[src/rtl/flash_width_bridge.sv]
module flash_width_bridge #(
  parameter int          FLASH_AW  = 21,
  parameter int          PULSE     = 4,
  parameter logic [7:0]  FLASH_SEL = 8'hF8,
  parameter logic [7:0]  CTRL_SEL  = 8'hFC
) (
  input  logic                clk,
  input  logic                rst_n,
  input  logic [31:0]         host_addr,
  input  logic [31:0]         host_wdata,
  input  logic                host_rd,
  input  logic                host_wr,
  output logic [31:0]         host_rdata,
  output logic                host_ready,
  output logic [FLASH_AW-1:0] fl_addr,
  input  logic [7:0]          fl_dq_in,
  output logic [7:0]          fl_dq_out,
  output logic                fl_dq_oe,
  output logic                fl_ce_n,
  output logic                fl_oe_n,
  output logic                fl_we_n
);
  localparam int CW = $clog2(PULSE + 1);

  typedef enum logic [1:0] {IDLE, STROBE, GAP, DONE} state_t;

  state_t              st;
  logic                mode_q, wr_q, wide_q;
  logic [CW-1:0]       cnt;
  logic [1:0]          idx;
  logic [FLASH_AW-1:0] base_q;
  logic [31:0]         data_q;
  logic [7:0]          wd_q;

  wire sel_fl = host_addr[31:24] == FLASH_SEL;
  wire sel_ct = host_addr[31:24] == CTRL_SEL;
  wire last_t = cnt == CW'(PULSE - 1);

  always_ff @(posedge clk or negedge rst_n) begin
    if (!rst_n) begin
      st     <= IDLE;
      mode_q <= 1'b0;
      wr_q   <= 1'b0;
      wide_q <= 1'b0;
      cnt    <= '0;
      idx    <= '0;
      base_q <= '0;
      data_q <= '0;
      wd_q   <= '0;
    end else begin
      case (st)
        IDLE: if (host_rd || host_wr) begin
          wr_q   <= host_wr;
          wide_q <= mode_q;
          idx    <= '0;
          cnt    <= '0;
          wd_q   <= host_wdata[7:0];
          data_q <= '0;
          base_q <= mode_q ? {host_addr[FLASH_AW-3:0], 2'b00} : host_addr[FLASH_AW-1:0];
          if (sel_fl && !(host_wr && mode_q)) st <= STROBE;
          else begin
            st <= DONE;
            if (sel_ct) begin
              if (host_wr) mode_q <= host_wdata[0];
              else         data_q <= {31'b0, mode_q};
            end
          end
        end
        STROBE: if (last_t) begin
          if (!wr_q) data_q[{idx, 3'b000} +: 8] <= fl_dq_in;
          cnt <= '0;
          if (!wide_q || wr_q || idx == 2'd3) st <= DONE;
          else begin
            idx <= idx + 2'd1;
            st  <= GAP;
          end
        end else cnt <= cnt + 1'b1;
        GAP:     st <= STROBE;
        default: st <= IDLE;
      endcase
    end
  end

  assign fl_addr    = base_q | FLASH_AW'(idx);
  assign fl_ce_n    = st != STROBE;
  assign fl_oe_n    = !(st == STROBE && !wr_q);
  assign fl_we_n    = !(st == STROBE && wr_q);
  assign fl_dq_oe   = st == STROBE && wr_q;
  assign fl_dq_out  = wd_q;
  assign host_ready = st == DONE;
  assign host_rdata = data_q;
endmodule


[config.mk]
export PLATFORM = sky130hd
export DESIGN_NAME = flash_width_bridge
export DESIGN_NICKNAME = d
export VERILOG_FILES = /design/src/rtl/flash_width_bridge.sv
export SDC_FILE = /design/constraint.sdc
export NUM_CORES = 1
export LEC_CHECK = 0
export BUFFER_PORTS_ARGS = -buffer_cell sky130_fd_sc_hd__buf_2
export CORE_MARGIN = 3
export CORE_UTILIZATION = 53
export DETAILED_ROUTE_END_ITERATION = 8
export GPL_TIMING_DRIVEN = 0
export PLACE_DENSITY = 0.92
export SLEW_MARGIN = 20
export SYNTH_ARGS = -nofsm -noshare
export SYNTH_HDL_FRONTEND = slang
export SYNTH_SLANG_ARGS = --single-unit
[constraint.sdc]
create_clock -name clk -period 4.3 [get_ports clk]
set_input_delay 0 -clock clk [delete_from_list [all_inputs] [get_ports clk]]
set_output_delay 0 -clock clk [all_outputs]
set_load 0.01 [all_outputs]
==> key figures, run 1 <==
Yosys
  • Syn nets: 414
  • Synthesized flop and latch total: 71
  • Cell area after synthesis: ~0.0036 mm²
  • Yosys cell types: between 50 and 60
  • Post-Syn Area per Cell: about 11 µm²
  • Synth area leaders: dfrtp_1, mux2i_1, buf_4
  • Most area-hungry cell type in the Yosys netlist: dfrtp_1
  • Synth top area share: between 40% and 50%
  • Synth warnings: 0
  • Mapped Cells: ~330
  • Seq/Total Area, Yosys: a little under 50%

Global route
  • Global-route wire length before repair: between 15 and 20 mm
  • Largest net degree at the start of global routing: 52
  • Initial antenna violation count: 0
  • Grt total ovfl: 0
  • Vias in the first global route: between 3000 and 4000
  • Total global-route track usage: roughly a quarter

Detailed routing
  • Post-DR vias/cell: around 5.4
  • Aggregate routed wire length: between 9 and 10 mm
  • Drt pass-1 iters: 4
  • Drt first-iter violations: around 140
  • Routed Antenna Nets: 0
  • Routed via count: just over 3000
  • Drt wl/cell: ~16 µm
  • DRC viols: 0

Die
  • Row count: 29
  • # IOs: ~140
  • Core Box Area: between 0.006 and 0.007 mm²
  • Die height: ~90 µm
  • Initial Util: a little under three fifths
  • Die width: 88.3 µm
  • Die footprint: 0.00780 mm²

Setup path
  • CP arrival: around 2.5 ns
  • Crit-path max FO: 9
  • Critical path buffer and inverter count: 2
  • Largest delay share family, worst path: flip-flops
  • Crit path kind: reg -> reg
  • Max incr delay on CP: just under 0.6 ns
  • Critical Path RT: 4.55 ns
  • Slowest CP cell: dfrtp_1
  • CP startpoint kind: register
  • CP Capture Type: register
  • CP Cell Sequence: inv_1 > ha_1 > and3b_1 > and3_1 > clkbuf_1 > nand3_1 > o21ai_0
  • R2R setup slack: around 2.1 ns

Clock tree
  • CTS tree: built
  • Clock Path Buffers: 2
  • CTS sink cnt: just over 70
  • CTS Buf Count: 9
  • Cts repair resizes: 0
  • CTS clock-pin slew for the worst setup and hold paths: 0.08 ns
  • Clock latency on the worst-skew pair: roughly 0.34 ns
  • Htree depth: 3
  • Root buffer cell: clkbuf_8

STA
  • TNS Setup: 0 ns
  • Period utilization: between 50% and 60%
  • Fin crit period: 2.21 ns
  • Fin. max-slew vios: 0
  • Post-Route Skew: 0.0105 ns
  • RSZ-0062 raised after global routing: no
  • Slew HR: 59.9%
  • Least-Margin Pin Slew: 0.600 ns
  • Setup Viol. Count Final: 0
  • Worst setup margin: between 2 and 2.5 ns
  • Final hold violations: 0
  • Max Fclk: between 400 and 500 MHz

Power
  • Leakage: 0.00236 µW
  • Worst VDD drop: 0.415 mV
  • Power Density: around 570 mW/mm²

Place
  • Number of port buffers: about 110
  • Cell Area, Placed: 0.00429 mm²
  • Cells after DPL: around 520
  • Pre-CTS WS: ~2.1 ns
  • HPWL after detailed placement: ~6.3 mm
  • RD Place Congestion: about 0.84

Final layout
  • Cell area after layout: just under 0.005 mm²
  • Nets@finish: 582
  • Diodes inserted: 0
  • Post-layout instance count excluding filler cells: approximately 580
  • Layout area overhead: 37.8%
  • Share of cells above drive strength 1: a little under two fifths
  • Final core area utilization: around three quarters

Job
  • Max-cap violation count: 0

Hold path
  • HP Class: in -> reg

Status
  • Run status: finished clean
## what timing repair did
| action | CTS | global route |
|---|---|---|
| buffers inserted | 0 | 0 |
| hold buffers | 42 | 0 |
| hold endpoints to repair | 131 | 0 |
## stage by stage
step	hold slack, ns	power (µW)
after floorplan	-0.296	1780
after global placement	0.232	2120
after detailed placement	-0.0948	2170
after CTS	0.00445	2830
after global routing	0.0166	3010
final	0.0184	2840
## synthesized netlist by cell type, drive strengths merged
cell and number:
a211oi 5, a21boi 1, a21oi 19, a221oi 1, a22o 2, a31o 8
a31oi 1, a32o 1, and2 1, and3 1, and3b 1, buf 34
clkbuf 2, dfrtp 71, ha 7, inv 30, mux2 10, mux2i 19
nand2 9, nand2b 3, nand3 25, nand3b 2, nand4 1, nand4b 1
nand4bb 4, nor2 23, nor2b 9, nor3 2, nor4 3, nor4b 3
o21a 1, o21ai 27, o22ai 1, o2bb2ai 1, or2 1, or2b 1
## power breakdown
part	leakage [µW]	internal [µW]	switching [µW]	total (µW)
combinational	0.00135	580	653	1230
clock	0.000119	375	249	624
sequential	0.000898	864	119	983
## cell usage in the layout, fill, tap and decap left out, types with 3 or more instances in the layout
| cell type | instances |
|---|---|
| buf_4 | 22 |
| buf_6 | 7 |
| buf_2 | 119 |
| ha_1 | 7 |
| mux2i_1 | 19 |
| nand3_1 | 25 |
| a31o_1 | 5 |
| inv_1 | 29 |
| clkbuf_8 | 12 |
| nor2_1 | 23 |
| o21ai_0 | 25 |
| dlygate4sd3_1 | 42 |
| a31o_2 | 3 |
| a21oi_1 | 19 |
| mux2_2 | 10 |
| dfrtp_1 | 71 |
| nor2b_1 | 8 |
| nand2b_1 | 3 |
| a211oi_4 | 3 |
| nand2_1 | 8 |
## tightest hold or removal path: stages
cell and delay [ns]:
buf_2 0.10, mux2i_1 0.07, a21oi_1 0.15
## registers in the layout, summed over array words and instances, names as in the netlist, 2 cells and up
signal and flops:
host_rdata 32, base_q 21, fl_dq_out 8, cnt 3, idx 2, st 2
## kinds of logic after synthesis
family                     share of synthesized area, %
and+or+nand+nor                                    16.1
DFF                                                49.5
AOI/OAI and AO/OA                                  12.6
buffers and inverters                              10.9
muxes                                              8.43
adders and majority gates                          2.44
## cell type report
type,count,area [µm²]
inverter,30,118
tap,77,96.3
buffer,36,274
sequential,71,1780
fill,423,1510
clock buffer,12,165
multi-input combinational,194,1420
clock inverter,4,76.3
timing repair buffer,157,1020
## per-layer routing
layer / GRT usage [%] / up-vias / routed length, µm
met1: 29.6 / 1486 / 3760
li1: - / 1452 / -
met4: 12.4 / 0 / 279
met2: 44.6 / 153 / 4790
met3: 5.31 / 25 / 701
met5: 0 / - / 0
## final timing paths
kind,from,to,depth (start not counted)
worst max-delay path,idx[0]$_DFFE_PN0P_,host_rdata[9]$_DFFE_PN0P_,7
worst min-delay path,host_addr[3],base_q[5]$_DFFE_PN0P_,3
worst max register to register,idx[0]$_DFFE_PN0P_,host_rdata[9]$_DFFE_PN0P_,7
worst min register to register,fl_dq_out[2]$_DFFE_PN0P_,fl_dq_out[2]$_DFFE_PN0P_,1
max in group asynchronous,rst_n,cnt[2]$_DFFE_PN0P_,3
min in group asynchronous,rst_n,host_rdata[28]$_DFFE_PN0P_,2
Power figures use the tool's default switching activity.
==> inputs of run 2 (changes only) <==
Settings changed: CORE_UTILIZATION 53 to 44, PLACE_DENSITY 0.92 to 0.82.
Clock period 4.3 ns to 2 ns, I/O delays scaled along.
==> run 2 against run 1 <==
  * Setup slack got worse by 2.0 ns
  * Clock skew fell by 0.0030 ns
  * Non-clock buffer count rose by 11
  * Flip-flop and latch count did not move
  * Critical path depth fell by 2
  * Final area rose by 2.2%
  * Hold slack improved by 0.038 ns
  * Utilization fell by 12 points
  * Sequential power rose by 110%
  * Clock-buffer cell count fell by 2
  * First-iteration DRC count fell by 14%
  * Largest power group unchanged
==> key figures, run 2 (synthesis gave the netlist of run 1 again) <==
Die
  • Die height: 96.3 µm
  • Die width: between 90 and 100 µm
  • # IOs: 142
  • Core Box Area: 0.00781 mm²
  • Initial Util: 46.0%
  • Row count: 32
  • Die footprint: between 0.009 and 0.01 mm²

Final layout
  • Commonest non-fill, non-tap cell in the layout: buf_2
  • Most frequent cells in the layout: buf_2, dfrtp_1, dlygate4sd3_1
  • Cell area after layout: roughly 0.0051 mm²
  • Layout area overhead: 40.8%
  • Diodes inserted: 0
  • Share of cells above drive strength 1: 39.2%
  • Flip-flop count of the largest register after layout: 32
  • Nets@finish: 593
  • Final core area utilization: 64.8%
  • Filler cell count: around 620

STA
  • Max Fclk: 531 MHz
  • Worst setup margin: 0.115 ns
  • Least-Margin Pin Slew: 0.553 ns
  • Setup Viol. Count Final: 0
  • Post-Route Skew: approximately 0.0076 ns
  • Slew HR: between 60% and 70%
  • Fin. max-slew vios: 0
  • Period utilization: roughly 94%
  • RSZ-0062 raised after global routing: no
  • Final hold violations: 0
  • Fin crit period: roughly 1.9 ns

Detailed routing
  • Routed Antenna Nets: 0
  • Aggregate routed wire length: 9.82 mm
  • Routed via count: ~3200
  • DRC viols: 0
  • Drt first-iter violations: ~120
  • Post-DR vias/cell: between 5 and 6
  • Drt wl/cell: around 16 µm
  • Drt pass-1 iters: 4

Place
  • RD Place Congestion: a little under 0.8
  • Cell Area, Placed: 0.00432 mm²
  • Number of port buffers: approximately 110
  • HPWL after detailed placement: ~6.5 mm
  • Pre-CTS WS: -0.170 ns

Setup path
  • CP Cell Sequence: buf_2 > buf_2 > mux2i_1 > dlygate4sd3_1 > a21oi_1
  • CP arrival: between 2 and 2.5 ns
  • Critical Path RT: roughly 2.2 ns
  • CP Capture Type: register
  • CP startpoint kind: register
  • Crit-path max FO: 10
  • Max incr delay on CP: around 0.60 ns
  • Crit path kind: reg -> reg
  • Slowest CP cell: dlygate4sd3_1
  • CP most frequent cell: buf_2
  • Worst Reg2Reg Path Length in Cells: 5
  • Critical path depth in cells: 5
  • Critical path buffer and inverter count: 3
  • R2R setup slack: around 0.12 ns
  • Largest delay share family, worst path: buffers and inverters

Global route
  • Initial antenna violation count: 0
  • Grt total ovfl: 0
  • Largest net degree at the start of global routing: 58
  • Global-route wire length before repair: approximately 16 mm
  • Total global-route track usage: 22.0%
  • Vias in the first global route: 3270

Power
  • Power Density: between 1000 and 1500 mW/mm²
  • Worst VDD drop: about 0.80 mV
  • Leakage: approximately 0.0024 µW

Clock tree
  • CTS sink cnt: 71
  • CTS Buf Count: 9
  • Htree depth: 3
  • CTS tree: built
  • Clock latency on the worst-skew pair: 0.35 ns
  • Root buffer cell: clkbuf_8
  • CTS clock-pin slew for the worst setup and hold paths: around 0.080 ns
  • Clock Path Buffers: 2

Status
  • Run status: finished clean

Job
  • Max-cap violation count: 0

Hold path
  • HP Class: in -> async
## run 2: cell count changes in the layout (fill, tap and decap cells not counted), sizes merged
cell / before / now
dlygate4sd3: 42 / 48
buf: 149 / 154
clkbuf: 14 / 12
clkinvlp: 1 / 3
bufinv: 2 / 1
clkinv: 1 / 2
## run 2: cell type report
type / count / area (µm²) / area share [%]
inverters: 30 / 118 / 2.33
multi-input cells: 194 / 1430 / 28.3
clock inverters: 6 / 70.1 / 1.39
clock buffers: 10 / 138 / 2.72
well taps: 102 / 128 / 2.52
plain buffers: 36 / 275 / 5.44
flip-flops and latches: 71 / 1780 / 35.2
repair buffers: 168 / 1120 / 22.1
## run 2: repair_timing
item,4_1_cts,5_1_grt
setup endpoints to repair,32,35
hold buffers,48,0
gates resized for setup,2,4
endpoints found under the hold margin,133,0
pin swaps,3,1
buffers inserted,4,1
## run 2: final timing paths
check,startpoint,to
setup reg to reg,mode_q$_DFFE_PN0P_,base_q[18]$_DFFE_PN0P_
setup / recovery,mode_q$_DFFE_PN0P_,base_q[18]$_DFFE_PN0P_
hold / removal,rst_n,host_rdata[25]$_DFFE_PN0P_
hold reg to reg,fl_dq_out[7]$_DFFE_PN0P_,fl_dq_out[7]$_DFFE_PN0P_
max in group asynchronous,rst_n,idx[0]$_DFFE_PN0P_
min in group clk,host_addr[24],host_rdata[0]$_DFFE_PN0P_
## run 2: power by group
| group | total (µW) | switching [µW] | internal (µW) |
|---|---|---|---|
| Clock | 1180 | 563 | 613 |
| Combinational | 2720 | 1420 | 1300 |
| Sequential | 2110 | 252 | 1860 |
| Total | 6010 | 2240 | 3770 |
## run 2: metrics by stage
| stage | TNS, ns | hold slack (ns) | power (µW) | instances |
|---|---|---|---|---|
| global route | 0 | 0.0571 | 6400 | 617 |
| finish | 0 | 0.0566 | 6010 | 617 |
| CTS | 0 | 0.0448 | 5970 | 616 |
| detailed placement | -4.19 | -0.128 | 4670 | 548 |
| global placement | -1.93 | 0.231 | 4580 | 547 |
| floorplan | 0 | -0.296 | 3830 | 331 |
## run 2: metal layers
metal	wire length, µm	vias to the layer above	track usage [%]
li1	-	1475	-
met1	3970	1576	25.9
met2	4770	150	37.4
met3	751	32	6.18
met4	328	0	9.70
met5	0	-	0
